File: config.mk
export PLATFORM = sky130hd
export DESIGN_NAME = hamming_sector_fixer
export DESIGN_NICKNAME = d
export VERILOG_FILES = /design/src/rtl/hsec_pkg.sv /design/src/rtl/hsec_repack.sv /design/src/rtl/hsec_popcount.sv /design/src/rtl/hamming_sector_fixer.sv
export SDC_FILE = /design/constraint.sdc
export NUM_CORES = 1
export LEC_CHECK = 0
export BUFFER_PORTS_ARGS = -buffer_cell sky130_fd_sc_hd__buf_2
export CAP_MARGIN = 20
export CORE_ASPECT_RATIO = 0.9
export CORE_MARGIN = 3
export CORE_UTILIZATION = 50
export CTS_CLUSTER_SIZE = 24
export DETAILED_ROUTE_END_ITERATION = 12
export GPL_ROUTABILITY_DRIVEN = 0
export PLACE_DENSITY = 0.76
export SKIP_CTS_REPAIR_TIMING = 1
export SYNTH_ARGS = -nofsm -noshare
export SYNTH_HDL_FRONTEND = slang
export SYNTH_SLANG_ARGS = --single-unit
File: constraint.sdc
create_clock -name clk_i -period 1.7 [get_ports clk_i]
set_clock_uncertainty 0.15 [all_clocks]
set_input_delay 0.17 -clock clk_i [delete_from_list [all_inputs] [get_ports clk_i]]
set_output_delay 0.17 -clock clk_i [all_outputs]
set_load 0.03 [all_outputs]
File: src/rtl/hsec_pkg.sv
package hsec_pkg;

    typedef enum logic [1:0] {
        VERDICT_CLEAN    = 2'd0,
        VERDICT_FIXED    = 2'd1,
        VERDICT_CODE_BAD = 2'd2,
        VERDICT_MULTI    = 2'd3
    } verdict_t;

    typedef enum logic [1:0] {
        PH_IDLE  = 2'd0,
        PH_EVAL  = 2'd1,
        PH_READ  = 2'd2,
        PH_WRITE = 2'd3
    } phase_t;

    localparam int CODE_W = 24;
    localparam int WORD_W = 32;
    localparam logic [WORD_W-1:0] ERASED_STORED = 32'h0FFF_0FFF;

endpackage

File: src/rtl/hsec_repack.sv
module hsec_repack
    import hsec_pkg::*;
(
    input  logic [CODE_W-1:0] code_i,
    output logic [WORD_W-1:0] word_o
);
    // byte0 -> 7:0, byte1 -> 23:16, byte2 upper nibble -> 27:24,
    // byte2 lower nibble -> 11:8, remaining bits zero.
    always_comb begin
        word_o        = '0;
        word_o[7:0]   = code_i[7:0];
        word_o[23:16] = code_i[15:8];
        word_o[27:24] = code_i[23:20];
        word_o[11:8]  = code_i[19:16];
    end
endmodule

File: src/rtl/hsec_popcount.sv
module hsec_popcount #(
    parameter int W = 32,
    localparam int CNT_W = $clog2(W + 1)
) (
    input  logic [W-1:0]     vec_i,
    output logic [CNT_W-1:0] ones_o
);
    always_comb begin
        ones_o = '0;
        for (int i = 0; i < W; i++) begin
            ones_o = ones_o + CNT_W'(vec_i[i]);
        end
    end
endmodule

File: src/rtl/hamming_sector_fixer.sv
module hamming_sector_fixer
    import hsec_pkg::*;
#(
    parameter int SECTOR_BYTES = 512,
    parameter int DATA_W       = 8,
    parameter int FIX_WEIGHT   = 12,
    localparam int ADDR_W = $clog2(SECTOR_BYTES),
    localparam int BIT_W  = $clog2(DATA_W),
    localparam int CNT_W  = $clog2(WORD_W + 1)
) (
    input  logic              clk_i,
    input  logic              rst_ni,
    input  logic              start_i,
    input  logic [23:0]       stored_code_i,
    input  logic [23:0]       calc_code_i,
    output logic [ADDR_W-1:0] ram_addr_o,
    output logic              ram_rd_o,
    output logic              ram_wr_o,
    output logic [DATA_W-1:0] ram_wdata_o,
    input  logic [DATA_W-1:0] ram_rdata_i,
    output logic [1:0]        status_o,
    output logic [ADDR_W-1:0] err_byte_o,
    output logic [BIT_W-1:0]  err_bit_o,
    output logic              done_o
);

    localparam int LOC_LSB  = WORD_W / 2;
    localparam int BYTE_LSB = LOC_LSB + BIT_W;

    typedef struct packed {
        phase_t            phase;
        logic [WORD_W-1:0] syn;
        logic [CNT_W-1:0]  ones;
        logic              erased;
        logic [ADDR_W-1:0] addr;
        logic [BIT_W-1:0]  bit_idx;
        verdict_t          verdict;
        logic              done;
    } state_t;

    state_t r_d, r_q;

    logic [WORD_W-1:0] stored_w, calc_w, syn_now;
    logic [CNT_W-1:0]  ones_now;

    hsec_repack u_pack_stored (.code_i(stored_code_i), .word_o(stored_w));
    hsec_repack u_pack_calc   (.code_i(calc_code_i),   .word_o(calc_w));

    assign syn_now = stored_w ^ calc_w;

    hsec_popcount #(.W(WORD_W)) u_weight (.vec_i(syn_now), .ones_o(ones_now));

    always_comb begin
        r_d      = r_q;
        r_d.done = 1'b0;
        unique case (r_q.phase)
            PH_IDLE: begin
                if (start_i) begin
                    r_d.syn    = syn_now;
                    r_d.ones   = ones_now;
                    r_d.erased = (stored_w == ERASED_STORED) && (calc_w == '0);
                    r_d.phase  = PH_EVAL;
                end
            end
            PH_EVAL: begin
                r_d.addr    = r_q.syn[BYTE_LSB +: ADDR_W];
                r_d.bit_idx = r_q.syn[LOC_LSB +: BIT_W];
                if (r_q.syn != '0 && r_q.ones == CNT_W'(FIX_WEIGHT)) begin
                    r_d.phase = PH_READ;
                end else begin
                    r_d.addr    = '0;
                    r_d.bit_idx = '0;
                    r_d.phase   = PH_IDLE;
                    r_d.done    = 1'b1;
                    if (r_q.syn == '0) begin
                        r_d.verdict = VERDICT_CLEAN;
                    end else if (r_q.ones == CNT_W'(1)) begin
                        r_d.verdict = VERDICT_CODE_BAD;
                    end else if (r_q.erased) begin
                        r_d.verdict = VERDICT_CLEAN;
                    end else begin
                        r_d.verdict = VERDICT_MULTI;
                    end
                end
            end
            PH_READ: begin
                r_d.phase = PH_WRITE;
            end
            PH_WRITE: begin
                r_d.phase   = PH_IDLE;
                r_d.verdict = VERDICT_FIXED;
                r_d.done    = 1'b1;
            end
            default: r_d.phase = PH_IDLE;
        endcase
    end

    always_ff @(posedge clk_i or negedge rst_ni) begin
        if (!rst_ni) begin
            r_q <= '{phase: PH_IDLE, verdict: VERDICT_CLEAN, default: '0};
        end else begin
            r_q <= r_d;
        end
    end

    assign ram_addr_o  = r_q.addr;
    assign ram_rd_o    = (r_q.phase == PH_READ);
    assign ram_wr_o    = (r_q.phase == PH_WRITE);
    assign ram_wdata_o = ram_rdata_i ^ (DATA_W'(1) << r_q.bit_idx);
    assign status_o    = r_q.verdict;
    assign err_byte_o  = r_q.addr;
    assign err_bit_o   = r_q.bit_idx;
    assign done_o      = r_q.done;

endmodule

# [After elaboration in Yosys (flattened, before gate mapping)]
# Index checks and enable logic that the tools add are counted.
[totals] regBits=56 latch_bits=0 ramBits=0 romBits=0 in_bits=59 output_inout_bits=34 wordCells=67 mem_count=0
[classes] add_sub_neg=31 n_mul=0 div=0 n_lt_le_gt_ge=0 n_eq_ne=8 shifts=1 n_mux=8 bitwise_logic=2 reduce_logical=9
[op_table] cell="$add A6 B1 Y6" count=26
[op_table] cell="$logic_not A32 Y1" count=2
[op_table] cell="$mux W41" count=1
[op_table] cell="$reduce_bool A32 Y1" count=1
[op_table] cell="$xor A28 B28 Y28" count=1
[op_table] cell="$add A6 B1 Y6 const B" count=4
[op_table] cell="$eq A24 B24 Y1 const B" count=1
[op_table] cell="$mux W15" count=1
[op_table] cell="$mux W2" count=4
[op_table] cell="$pmux W2 S4" count=1
[op_table] cell="$shl A1 B3 Y8 const A" count=1
[op_table] cell="$xor A8 B8 Y8" count=1
[op_table] cell="$eq A6 B1 Y1 const B" count=1
[op_table] cell="$eq A6 B4 Y1 const B" count=1
[op_table] cell="$pmux W3 S2" count=1
[op_table] cell="$eq A2 B2 Y1 const B" count=2
[op_table] cell="$ne A2 B2 Y1 const B" count=2
[op_table] cell="$reduce_and A2 Y1" count=2
[op_table] cell="$add A1 B1 Y2" count=1
[op_table] cell="$eq A2 B1 Y1 const B" count=1
[op_table] cell="$logic_and A1 B1 Y1" count=2
[op_table] cell="$logic_not A2 Y1" count=1
[op_table] cell="$reduce_bool A2 Y1" count=1

# [Depth between registers and ports, before layout]
[logic_depth] depth_word=34 ltp_mapped=14 mapped_depth_nobuf=14

# [Cells and area by module]
# Synthesis repeated with hierarchy kept, for this count alone.
[unflattened] hier_cells=432 hier_area_um2=4445.5
[modules_own_cells] mod="hamming_sector_fixer" instances=1 cells_per_inst=270 area_each_um2=3051.7 seq_area_each_um2=1401.3
[modules_own_cells] mod="hsec_popcount" instances=1 cells_per_inst=96 area_each_um2=905.9 seq_area_each_um2=0.0
[modules_own_cells] mod="hsec_repack" instances=2 cells_per_inst=33 area_each_um2=244.0 seq_area_each_um2=0.0

# [Worst setup path after synthesis]
# No wires, ideal clock.
[synth_timing] path_type="input-to-reg" startpoint="input stored_code_i[0]" endpoint="register r_q[20] in the netlist's numbering" setup_time_ps=77 arrival_time_ps=4334 slack_ps=-2862 cell_stages=13 path_cell_list="xor2_1 ha_1 fa_1 fa_1 fa_1 fa_1 inv_1 fa_1 fa_1 fa_1 nor2b_1 o21ai_0 a21oi_1"
[synth_via] elab_chain_cells=32
[synth_lines] item="start: declaration" line_no="hamming_sector_fixer.sv:14" text="input logic [23:0] stored_code_i,"
[synth_lines] item="$xor A28 B28 Y28" line_no="hamming_sector_fixer.sv:49" text="assign syn_now = stored_w ^ calc_w;"
[synth_lines] item="$add A1 B1 Y2" line_no="hsec_popcount.sv:11" text="ones_o = ones_o + CNT_W'(vec_i[i]);"
[synth_lines] item="$add A6 B1 Y6 (30 in a row)" line_no="hsec_popcount.sv:11"
[synth_lines] item="end signal: assignment" line_no="hamming_sector_fixer.sv:102" text="r_q <= r_d;"
[synth_lines] item="end: declaration" line_no="hamming_sector_fixer.sv:41" text="state_t r_d, r_q;"
# Every way passes these cells.
# A chain may end at the register's enable or synchronous reset.

# [Final worst setup path]
[layout_timing] startpoint="input stored_code_i[1]" endpoint="register r_q[20] in the netlist's numbering"
[layout_via] elab_chain_cells=32
[layout_lines] item="$xor A28 B28 Y28" line_no="hamming_sector_fixer.sv:49"
[layout_lines] item="net syn_now[1]" line_no="hamming_sector_fixer.sv:43" text="logic [WORD_W-1:0] stored_w, calc_w, syn_now;"
[layout_lines] item="$add A1 B1 Y2" line_no="hsec_popcount.sv:11"
[layout_lines] item="$add A6 B1 Y6 (30 in a row)" line_no="hsec_popcount.sv:11"
# The timed path passes the listed nets, and every way through them passes these cells.

==> results by group <==
Synth
  – Synth Instances: 338
  – Synth cell count leaders: nand2_1 (78), dfrtp_1 (47), o21ai_0 (33)
  – Most common cell in the netlist: nand2_1
  – Unique masters post-synth: 40
  – Main synth FF type: dfrtp_1
  – #FFs+latches synth: 47
  – Synth Cell Area: 3115 sq um
  – Leading cell types by total area after synthesis: dfrtp_1 (38%), fa_1 (11%), nand2_1 (9.4%)
  – Mean Syn Cell Area: 9.217 sq um
  – Synth warn: 0
  – Ys async rst share: 100.0%
  – Synth area leader: dfrtp_1
  – Synth Net Count: around 420
  – Seq/Total Area, Yosys: 37.75%
  – EDFF count, synth: 0
  – Post-synth top area share: 37.75%

Die
  – Die footprint: 7215 sq um
  – Row count: 26
  – I/O pin count: 93
  – Initial core utilization: 53.21%
  – Core area: 5856 sq um
  – Die width: 89.21 um
  – Floorplan die height: about 80 um

Global route
  – GRT Util Overall: 20.52%
  – First-pass GRT wire length: 11400 um
  – Congestion Overflow GR: 0
  – Vias in the first global route: 2593
  – Largest net degree at the start of global routing: 50
  – Initial antenna violation count: 0

Timing
  – Fin worst setup slack: -2470 ps
  – Final min period: 4170 ps
  – Min Hold Slack: -3.520 ps
  – Final setup fails: 26
  – Post-route setup TNS: -13440 ps
  – Worst slew pin tran: 523.8 ps
  – RSZ-0062 raised after global routing: true
  – Top achievable clock speed: 0.2398 GHz
  – Final critical-path share of the clock period: 245.3%
  – Max transition margin: 65.08%
  – Slew Limit Fails: 0
  – Final Hold Fails: 1

Finish
  – Final-stage net count: about 540
  – Fin util: 71.86%
  – Synthesis-to-finish area growth: 35.06%
  – Multi-input gate area: roughly 1800 sq um
  – Layout cells sized above 1: a little over 40%
  – Register area: 1180 sq um
  – Antenna Diode Count: 0
  – Fill cell count: 435

Worst hold path
  – Hold Crit Start: calc_code_i[1]
  – Hold path cells: 4
  – Hold endpoint: r_q[23]$_DFFE_PN0P_
  – Hold crit path type: in2reg

Clock tree
  – CTS tree: yes
  – H-tree Lvls: 2
  – Clk pin slew, worst setup/hold paths: 90 ps
  – Num CTS Buffers: 5
  – # clock sinks: 47
  – Root buf cell: clkbuf_8
  – Maximum clock path buffer count: 2
  – Worst-skew pair later-pin latency: 310 ps

Worst setup path
  – CP Capture Type: flip-flop
  – Slowest CP cell: fa_1
  – Required @ worst endpoint: ~1800 ps
  – Crit path max fanout: 2
  – Crit Path Category: in2reg
  – R2R cell count: 6
  – Worst endpoint data arrival time: 4250 ps
  – Worst reg2reg startpoint: r_q[23]$_DFFE_PN0P_
  – Setup crit start kind: input pin
  – Max incr delay on CP: 510 ps
  – Most frequent CP cell: fa_1
  – Register-to-register setup slack: -140 ps
  – Cell Chain, Critical Path: buf_8 > xor2_2 > ha_1 > fa_1 > fa_1 > fa_1 > fa_1 > inv_1 > fa_1 > fa_2 > fa_2 > nor2b_1 > o21ai_1 > a21oi_1

Routing
  – # DRC: 0
  – DRT Wirelength: 7978 um
  – Detail Route Antenna Nets: 0
  – Routed wire length per instance: 15.23 um
  – Vias per cell: roughly 5.2
  – DR pass1 iterations: 4
  – Starting DRT DRC Count: 94
  – Vias: 2746

Place
  – Hpwl dp: 5670 um
  – IO buf count: 92

Run
  – Max Cap Violations: 0

Run status
  – Outcome: finished with violations
  – Failing checks: negative hold slack, negative setup slack

Power and ir drop
  – P_leak: 0.002128 uW
  – Pwr per Cell Area: 1430 nW/um^2
  – VDD IR max: 1.042 mV
==> cells by family (layout without fill, tap and decap cells) <==
kind of cell / Yosys count / after routing / synth area share [%]
and+or+nand+nor: 125 / 125 / 19.84
AOI/OAI and AO/OA: 47 / 47 / 8.715
buffers and inverters: 62 / 178 / 10.68
xor gates and xnor gates: 33 / 33 / 9.277
adders and majority gates: 24 / 24 / 13.73
DFF: 47 / 47 / 37.75
==> worst max-delay path, delay by kind of cell <==
kind            cells  cell delay (ps)
simple gates        1              130
fa+ha+maj           8             3410
xor+xnor            1              170
compound gates      2              220
buf+inv             2              150
==> final cells by class <==
| type | instances | share of cell area, % |
|---|---|---|
| Multi-Input combinational cell | 229 | 42.37 |
| Sequential cell | 47 | 28.04 |
| Timing Repair Buffer | 144 | 22.84 |
| Inverter | 26 | 2.319 |
| Tap cell | 70 | 2.081 |
| Clock buffer | 6 | 1.963 |
| Clock inverter | 2 | 0.3866 |
==> routing by layer <==
layer  vias to the layer above  wire length (um)  global-route usage, %
li1                       1315                 -                      -
met1                      1303              3272                  26.17
met2                       110              3992                  34.39
met3                        18               523                  4.665
met4                         0               190                  6.845
met5                         -                 0                      0
==> per-stage QoR <==
stage | instances | hold WS [ps] | total power (uW) | setup slack, ps | cell area [sq um]
after floorplan | 338 | -275.6 | 4035 | -2465 | 3120
after global placement | 500 | 18.36 | 4926 | -2655 | 3729
after detailed placement | 500 | 26.21 | 5089 | -2805 | 3729
after CTS | 508 | -314.1 | 5818 | -2478 | 3827
after global routing | 524 | 4.285 | 6609 | -2577 | 4208
final | 524 | -3.520 | 6018 | -2470 | 4208
==> where the power goes <==
group | internal [uW] | switching (uW) | leakage [uW]
registers | 1430 | 243 | 0.000593
clock network | 332 | 393 | 0.0000474
logic | 1730 | 1880 | 0.00149
==> cells in the final DEF (no fill, tap or decap), types with 5 or more instances in the layout <==
cell type  Yosys  layout
nand2_1       78      76
buf_4         23      48
nor2_1        10       7
clkbuf_8       0       6
buf_6          1       8
o21ai_0       33      16
fa_1          17      15
inv_1         26      26
xor2_1        14      12
xnor2_1       19      16
buf_2          5      82
dfrtp_1       47      44
o21ai_2        1      11
nor4_1         7       5
nor4bb_1       6       6
ha_1           7       7
o21ai_1        0       5
==> how the worst max path moves through the flow <==
stage | from | to
final | stored_code_i[1] | r_q[20]$_DFFE_PN0P_
after global routing | stored_code_i[1] | r_q[20]$_DFFE_PN0P_
after CTS | stored_code_i[1] | r_q[20]$_DFFE_PN0P_
after detailed placement | stored_code_i[1] | r_q[20]$_DFFE_PN0P_
after global placement | stored_code_i[1] | r_q[20]$_DFFE_PN0P_
after floorplan | stored_code_i[1] | r_q[20]$_DFFE_PN0P_
==> sequential cells by signal, indices dropped and copies added, names as in the netlist, named ones only <==
name and flops:
r_q 31, err_byte_o 9, err_bit_o 3, status_o 2, done_o 1
Power figures use the tool's default switching activity.
